--- src/rtl/rq_pkg.sv ---
package rq_pkg;
  localparam logic [3:0] A_BASE   = 4'd0;
  localparam logic [3:0] A_LEN    = 4'd1;
  localparam logic [3:0] A_RDIDX  = 4'd2;
  localparam logic [3:0] A_WRIDX  = 4'd3;
  localparam logic [3:0] A_TMO    = 4'd4;
  localparam logic [3:0] A_ENABLE = 4'd5;
  localparam logic [3:0] A_STATUS = 4'd6;
  localparam logic [3:0] A_OCC    = 4'd7;
  localparam logic [3:0] A_OVF    = 4'd8;

  localparam int ST_HALF  = 0;
  localparam int ST_AGE   = 1;
  localparam int ST_RDERR = 2;
endpackage

--- src/rtl/rq_writer.sv ---
module rq_writer #(
  parameter int ADDR_W    = 16,
  parameter int WORD_W    = 16,
  parameter int PTR_W     = 6,
  parameter int REC_WORDS = 4
) (
  input  logic              clk,
  input  logic              rst,
  input  logic              clr,
  input  logic [PTR_W-1:0]  len,
  input  logic [ADDR_W-1:0] base,
  input  logic              full,
  input  logic              in_valid,
  output logic              in_ready,
  input  logic [WORD_W-1:0] in_data,
  output logic              mem_we,
  output logic [ADDR_W-1:0] mem_addr,
  output logic [WORD_W-1:0] mem_wdata,
  output logic [PTR_W-1:0]  wr_idx,
  output logic              drop_start
);
  localparam int WIDX_W = (REC_WORDS > 1) ? $clog2(REC_WORDS) : 1;
  localparam logic [WIDX_W-1:0] WLAST = WIDX_W'(REC_WORDS - 1);

  logic [WIDX_W-1:0] widx;
  logic              drop_q;
  logic              accept;
  logic              dropping;
  logic              rec_end;
  logic [PTR_W-1:0]  wr_next;

  assign in_ready   = !rst;
  assign accept     = in_valid && in_ready;
  assign dropping   = (widx == '0) ? full : drop_q;
  assign drop_start = accept && (widx == '0) && full;
  assign rec_end    = accept && (widx == WLAST);
  assign wr_next    = (wr_idx == len - PTR_W'(1)) ? '0 : wr_idx + PTR_W'(1);

  assign mem_we    = accept && !dropping;
  assign mem_wdata = in_data;
  assign mem_addr  = base + ADDR_W'(wr_idx) * ADDR_W'(REC_WORDS) + ADDR_W'(widx);

  always_ff @(posedge clk) begin
    if (rst) begin
      widx   <= '0;
      drop_q <= 1'b0;
    end else if (accept) begin
      widx <= (widx == WLAST) ? '0 : widx + WIDX_W'(1);
      if (widx == '0) drop_q <= full;
    end
  end

  always_ff @(posedge clk) begin
    if (rst || clr)                wr_idx <= '0;
    else if (rec_end && !dropping) wr_idx <= wr_next;
  end

  // the write index only steps by one (mod LEN) or is cleared
  p_wr_step_r2: assert property (@(posedge clk) disable iff (rst)
    (!$stable(wr_idx) && !$past(clr)) |->
      (wr_idx == (($past(wr_idx) == $past(len) - PTR_W'(1)) ? '0 : $past(wr_idx) + PTR_W'(1))));

  // dropped records never reach memory
  p_drop_silent_r3: assert property (@(posedge clk) disable iff (rst)
    (accept && widx != '0 && drop_q) |-> !mem_we);
endmodule

--- src/rtl/rq_level.sv ---
module rq_level #(
  parameter int PTR_W = 6
) (
  input  logic             clk,
  input  logic             rst,
  input  logic [PTR_W-1:0] wr_idx,
  input  logic [PTR_W-1:0] rd_idx,
  input  logic [PTR_W-1:0] len,
  output logic [PTR_W-1:0] occ,
  output logic             empty,
  output logic             full,
  output logic             half
);
  logic [PTR_W:0] wrap_sum;

  assign wrap_sum = {1'b0, wr_idx} + {1'b0, len} - {1'b0, rd_idx};
  assign occ   = (wr_idx >= rd_idx) ? (wr_idx - rd_idx) : wrap_sum[PTR_W-1:0];
  assign empty = (wr_idx == rd_idx);
  assign full  = (occ == len - PTR_W'(1));
  assign half  = ({occ, 1'b0} > {1'b0, len});

  // occupancy never reaches the programmed length
  p_occ_bound_r4: assert property (@(posedge clk) disable iff (rst) occ < len);
endmodule

--- src/rtl/rq_age.sv ---
module rq_age #(
  parameter int TMR_W = 16
) (
  input  logic             clk,
  input  logic             rst,
  input  logic             empty,
  input  logic             restart,
  input  logic [TMR_W-1:0] tmo,
  output logic             aged
);
  logic [TMR_W-1:0] age;

  always_ff @(posedge clk) begin
    if (rst || empty || restart) age <= '0;
    else if (age != '1)          age <= age + TMR_W'(1);
  end

  assign aged = !empty && (age >= tmo);

  // the age count is zero whenever the queue has been empty
  p_age_idle_r7: assert property (@(posedge clk) disable iff (rst)
    $past(empty) |-> (age == '0));
endmodule

--- src/rtl/rq_queue_ctl.sv ---
module rq_queue_ctl #(
  parameter int ADDR_W    = 16,
  parameter int WORD_W    = 16,
  parameter int PTR_W     = 6,
  parameter int REC_WORDS = 4,
  parameter int TMR_W     = 16,
  parameter int OVF_W     = 16,
  parameter int RST_LEN   = 8,
  parameter int RST_TMO   = 100
) (
  input  logic              clk,
  input  logic              rst,
  input  logic              in_valid,
  output logic              in_ready,
  input  logic [WORD_W-1:0] in_data,
  output logic              mem_we,
  output logic [ADDR_W-1:0] mem_addr,
  output logic [WORD_W-1:0] mem_wdata,
  input  logic              reg_wr,
  input  logic [3:0]        reg_addr,
  input  logic [31:0]       reg_wdata,
  output logic [31:0]       reg_rdata,
  output logic              irq
);
  import rq_pkg::*;

  logic [ADDR_W-1:0] base;
  logic [PTR_W-1:0]  len;
  logic [PTR_W-1:0]  rd_idx;
  logic [PTR_W-1:0]  wr_idx;
  logic [TMR_W-1:0]  tmo;
  logic [1:0]        enable;
  logic [2:0]        status;
  logic [OVF_W-1:0]  ovf_cnt;
  logic [PTR_W-1:0]  occ;
  logic              empty, full, half, aged, drop_start;
  logic              wr_base, wr_len_ok, wr_rd, rd_ok, clr_idx;
  logic [2:0]        st_set, st_clr;
  logic              unused_wbits;

  assign wr_base   = reg_wr && (reg_addr == A_BASE);
  assign wr_len_ok = reg_wr && (reg_addr == A_LEN) && (reg_wdata[PTR_W-1:0] >= PTR_W'(2));
  assign wr_rd     = reg_wr && (reg_addr == A_RDIDX);
  assign rd_ok     = reg_wdata[PTR_W-1:0] < len && (reg_wdata[31:PTR_W] == '0);
  assign clr_idx   = wr_base || wr_len_ok;
  assign unused_wbits = ^reg_wdata;

  rq_writer #(.ADDR_W(ADDR_W), .WORD_W(WORD_W), .PTR_W(PTR_W), .REC_WORDS(REC_WORDS)) u_wr (
    .clk(clk), .rst(rst), .clr(clr_idx), .len(len), .base(base), .full(full),
    .in_valid(in_valid), .in_ready(in_ready), .in_data(in_data),
    .mem_we(mem_we), .mem_addr(mem_addr), .mem_wdata(mem_wdata),
    .wr_idx(wr_idx), .drop_start(drop_start)
  );

  rq_level #(.PTR_W(PTR_W)) u_lvl (
    .clk(clk), .rst(rst), .wr_idx(wr_idx), .rd_idx(rd_idx), .len(len),
    .occ(occ), .empty(empty), .full(full), .half(half)
  );

  rq_age #(.TMR_W(TMR_W)) u_age (
    .clk(clk), .rst(rst), .empty(empty), .restart(wr_rd && rd_ok),
    .tmo(tmo), .aged(aged)
  );

  always_ff @(posedge clk) begin
    if (rst) begin
      base   <= '0;
      len    <= PTR_W'(RST_LEN);
      rd_idx <= '0;
      tmo    <= TMR_W'(RST_TMO);
      enable <= '0;
    end else begin
      if (wr_base)   base <= reg_wdata[ADDR_W-1:0];
      if (wr_len_ok) len  <= reg_wdata[PTR_W-1:0];
      if (clr_idx)            rd_idx <= '0;
      else if (wr_rd && rd_ok) rd_idx <= reg_wdata[PTR_W-1:0];
      if (reg_wr && reg_addr == A_TMO)    tmo    <= reg_wdata[TMR_W-1:0];
      if (reg_wr && reg_addr == A_ENABLE) enable <= reg_wdata[1:0];
    end
  end

  assign st_set = {wr_rd && !rd_ok, aged, half};
  assign st_clr = (reg_wr && reg_addr == A_STATUS) ? reg_wdata[2:0] : 3'b000;

  always_ff @(posedge clk) begin
    if (rst) status <= '0;
    else     status <= (status & ~st_clr) | st_set;
  end

  always_ff @(posedge clk) begin
    if (rst)                            ovf_cnt <= '0;
    else if (drop_start && ovf_cnt != '1) ovf_cnt <= ovf_cnt + OVF_W'(1);
  end

  assign irq = (status[ST_HALF] && enable[0]) || (status[ST_AGE] && enable[1]);

  always_comb begin
    reg_rdata = '0;
    case (reg_addr)
      A_BASE:   reg_rdata = 32'(base);
      A_LEN:    reg_rdata = 32'(len);
      A_RDIDX:  reg_rdata = 32'(rd_idx);
      A_WRIDX:  reg_rdata = 32'(wr_idx);
      A_TMO:    reg_rdata = 32'(tmo);
      A_ENABLE: reg_rdata = 32'(enable);
      A_STATUS: reg_rdata = 32'(status);
      A_OCC:    reg_rdata = 32'(occ);
      A_OVF:    reg_rdata = 32'(ovf_cnt);
      default:  reg_rdata = '0;
    endcase
  end

  // the read index stays inside the programmed length
  p_rd_range_r5: assert property (@(posedge clk) disable iff (rst) rd_idx < len);
  // hardware alone never moves the read index
  p_rd_sw_only_r4: assert property (@(posedge clk) disable iff (rst)
    !$stable(rd_idx) |-> $past(reg_wr));
  // an interrupt always has a recorded cause behind it
  p_irq_cause_r8: assert property (@(posedge clk) disable iff (rst)
    irq |-> (status[ST_HALF] || status[ST_AGE]));
  // the overflow count only moves on a dropped record
  p_ovf_step_r3: assert property (@(posedge clk) disable iff (rst)
    !$stable(ovf_cnt) |-> $past(drop_start));
  // memory writes stay inside the queue region
  p_addr_region_r2: assert property (@(posedge clk) disable iff (rst)
    mem_we |-> (mem_addr >= base && mem_addr < base + ADDR_W'(len) * ADDR_W'(REC_WORDS)));
endmodule

--- config.mk ---
export PLATFORM = sky130hd
export DESIGN_NAME = rq_queue_ctl
export DESIGN_NICKNAME = d
export VERILOG_FILES = /design/src/rtl/rq_pkg.sv /design/src/rtl/rq_writer.sv /design/src/rtl/rq_level.sv /design/src/rtl/rq_age.sv /design/src/rtl/rq_queue_ctl.sv
export SDC_FILE = /design/constraint.sdc
export NUM_CORES = 1
export LEC_CHECK = 0
export BUFFER_PORTS_ARGS = -buffer_cell sky130_fd_sc_hd__clkbuf_2
export CAP_MARGIN = 20
export CORE_ASPECT_RATIO = 1.1
export CORE_MARGIN = 2
export CORE_UTILIZATION = 31
export DETAILED_ROUTE_END_ITERATION = 16
export GPL_TIMING_DRIVEN = 0
export PLACE_DENSITY = 0.52
export RECOVER_POWER = 25
export SKIP_LAST_GASP = 1
export SLEW_MARGIN = 20
export SYNTH_ARGS = -nofsm -noshare
export SYNTH_HDL_FRONTEND = slang
export SYNTH_HIERARCHICAL = 1
export SYNTH_SLANG_ARGS = --single-unit
export TNS_END_PERCENT = 20
--- constraint.sdc ---
create_clock -name clk -period 3.8 [get_ports clk]
set_input_delay 0.38 -clock clk [delete_from_list [all_inputs] [get_ports clk]]
set_output_delay 0.38 -clock clk [all_outputs]
set_load 0.02 [all_outputs]
==> results.cfg <==
[run_status]
status = finished with violations
violations = negative setup slack

[synthesis]
yosys.cell_count.top_type = nand2_1
ys_top_cells_by_count = nand2_1, dfxtp_1, a21oi_1, nor2_1, inv_1
netlist_area_mm2 = 0.00719
synthTopCellsByArea = dfxtp_1, ha_1, nand2_1
synth_top_area_share_pct = 25.0
synthCells = 919
synth_seq_cells = 90
synth_top_area_cell = dfxtp_1
synth_cell_types = 90
synth-main-ff-cell = dfxtp_1
synth_area_per_cell_um2 = 7.83
async_flop_share_pct = 0
synth_warnings = 6
synth_edf_count = 0
yosysSeqAreaShare_pct = 25.0

[worst_setup_path]
cp-end-kind = flop
timing_worst_setup_path_type = reg -> reg
cpMostUsedCell = a21oi_2
r2r.worst_path.cells = 18
crit_fanout = 6
timing.rr.start = u_wr/wr_idx[0]
crit_arrival_ps = 4370
crit_buf_inv = 3
rrSetupSlack_ps = -290
crit_chain = inv_2, ha_4, inv_4, fa_2, a21o_1, a21oi_2, o21ba_1, buf_6, mux2_4, xnor2_2, or4b_4, nor4_4, nand2_1, nor2_4, and4_4, o211ai_1, or3_1, a21oi_2
crit_family = simple AND/OR/NAND/NOR gates
slowest_stage = or4b_4
start_kind = flop
crit_required_ps = 4080
cp-endpoint = ovf_cnt[10]
critical_path.max_stage_delay_ps = 510
crit_start = u_wr/wr_idx[0]
r2r_end = ovf_cnt[10]
cp.depth = 18

[timing]
finClkSkew_ps = 11.3
fmax_mhz = 244
worst_hold_slack_ps = 298
fin_tns_setup_ps = -2750
post-route-min-period_ps = 4090
tightest_slew_ps = 755
setup_violations = 20
drv_slew = 0
hold_viol_final = 0
rsz0062_at_grt = yes
period_share_pct = 108
slew_headroom_pct = 49.7
finalWorstSetupSlack_ps = -291

[pwr]
powerDensity_mw_per_mm2 = 242
p_leak_nw = 3.44
totalPowerFinal_mw = 2.10
vdd_drop_max_uv = 197

[route]
viasPerCell = 5.11
drtIter0Drc = 363
wl_per_cell_um = 16.3
num_vias = 6939
drt_pre_antenna_iters = 5
routed_wl_um = 22200
ant_nets = 0
drc = 0

[global_routing]
grt_use_met2_pct = 29.1
antenna_found_initial = 0
top_usage_layer = met2
use_met3_pct = 2.28
grt_pass1_wl_um = 34000
gr-total-overflow = 0
grt.met1_usage_pct = 25.0
grt_max_degree = 16
grt_pass1_vias = 6227
track_usage_pct = 17.9

[placement]
place_ws_ps = -994
io_buffers = 89
dp_cells = 1323
place_area_mm2 = 0.00812
routabilityCongestion = 0.900
dp.final_hpwl_um = 17200

[floorplan]
die_h_um = 164
die_w_um = 149
die-area_mm2 = 0.0244
pin_count = 123
coreArea_mm2 = 0.0229
core.rowCount = 58
start_util_pct = 31.5

[clock_network]
cts_tree = built
clk_latency_ps = 350
h-tree-depth = 3
cts-root-buf = clkbuf_16
cts.sinks = 90
path_clk_slew_ps = 70
clk_path_buf_depth = 2
cts_buffers = 9
cts-hold-fix-buffers = 0

[run]
drv_cap = 0

[layout]
drive_above_1_share_pct = 21.9
fin_cells = 1359
design_area_mm2 = 0.00868
area_growth_pct = 20.6
fin_util_pct = 38.0
nets = 1168

[min_path]
hold_class = in -> reg
hold_depth = 3
final cells by class:
cell class                      instances  area [um2]
Clock inverter                          5        38.8
Tap cell                              300         375
Multi-Input combinational cell        720        4990
Sequential cell                        90        1830
Clock buffer                           11         243
Buffer                                 65         407
Inverter                               59         224
Fill cell                            2431       14200
Antenna cell                            1        2.50
Timing Repair Buffer                  108         573
cells by family (layout without fill, tap and decap cells):
kind of cell               count (synthesis)  in the layout  share of synthesized area, %
xor gates and xnor gates                  50             50                          6.09
other                                      1             17                        0.0521
adders and majority gates                 59             59                          11.0
and+or+nand+nor                          357            357                          25.8
AOI/OAI and AO/OA                        202            202                          17.7
muxes                                     36             36                          5.57
DFF                                       90             90                          25.0
buffers and inverters                    124            248                          8.73
worst min-delay path: stages:
cell,delay (ps)
clkbuf_2,110
nand2_1,60
a21oi_1,50
sequential cells by signal, indices dropped and copies added (netlist names):
name	count
status	3
ovf_cnt	16
u_wr/drop_q	1
tmo	16
len	6
enable	2
rd_idx	6
u_wr/widx	2
u_age/age	16
u_wr/wr_idx	6
base	16
routing by layer:
metal	vias up	share of wire (%)
met2	194	46
met5	-	0
met1	3237	48
met4	0	1.5
met3	21	4.5
li1	3487	-
placed cells by master (no fill, tap or decap), types with 4 or more instances in the layout:
| cell | instances |
|---|---|
| nor2_4 | 5 |
| xnor2_1 | 35 |
| nand3_1 | 32 |
| buf_4 | 53 |
| a21o_1 | 4 |
| buf_2 | 10 |
| nand4_1 | 20 |
| a21oi_2 | 5 |
| dfxtp_2 | 5 |
| o211ai_1 | 6 |
| clkbuf_16 | 9 |
| clkbuf_2 | 71 |
| mux2i_1 | 26 |
| fa_1 | 5 |
| xnor2_2 | 4 |
| or3_1 | 5 |
| clkbuf_1 | 34 |
| a211oi_1 | 11 |
| and4_1 | 6 |
| nor3_1 | 20 |
| buf_6 | 4 |
| dfxtp_1 | 80 |
| nor2_1 | 71 |
| conb_1 | 16 |
| ha_1 | 50 |
| nand2_1 | 124 |
| mux2_2 | 4 |
| nor2b_1 | 8 |
| dfxtp_4 | 5 |
| nand2b_1 | 10 |
| nand3b_1 | 8 |
| nor4_1 | 9 |
| a21oi_1 | 83 |
| a31oi_1 | 8 |
| xor2_1 | 11 |
| o21ai_0 | 36 |
| inv_1 | 55 |
| o21bai_1 | 4 |
worst min path at each step:
stage                  start        end
2_1_floorplan      status[2]  status[2]
3_3_place_gp       status[2]  status[2]
3_5_place_dp       status[2]  status[2]
4_1_cts        reg_wdata[12]    tmo[12]
5_1_grt        reg_wdata[12]    tmo[12]
6_report       reg_wdata[12]    tmo[12]
where the power goes:
group	switching [mW]	total, mW	internal (mW)
Sequential	0.0125	0.961	0.948
Combinational	0.171	0.274	0.103
Clock	0.399	0.865	0.466
timing repair:
item	CTS	global route
setup buffers	11	8
resized for setup	19	22
setup endpoints to repair	29	28
pin swaps	10	18
Power figures use the tool's default switching activity.
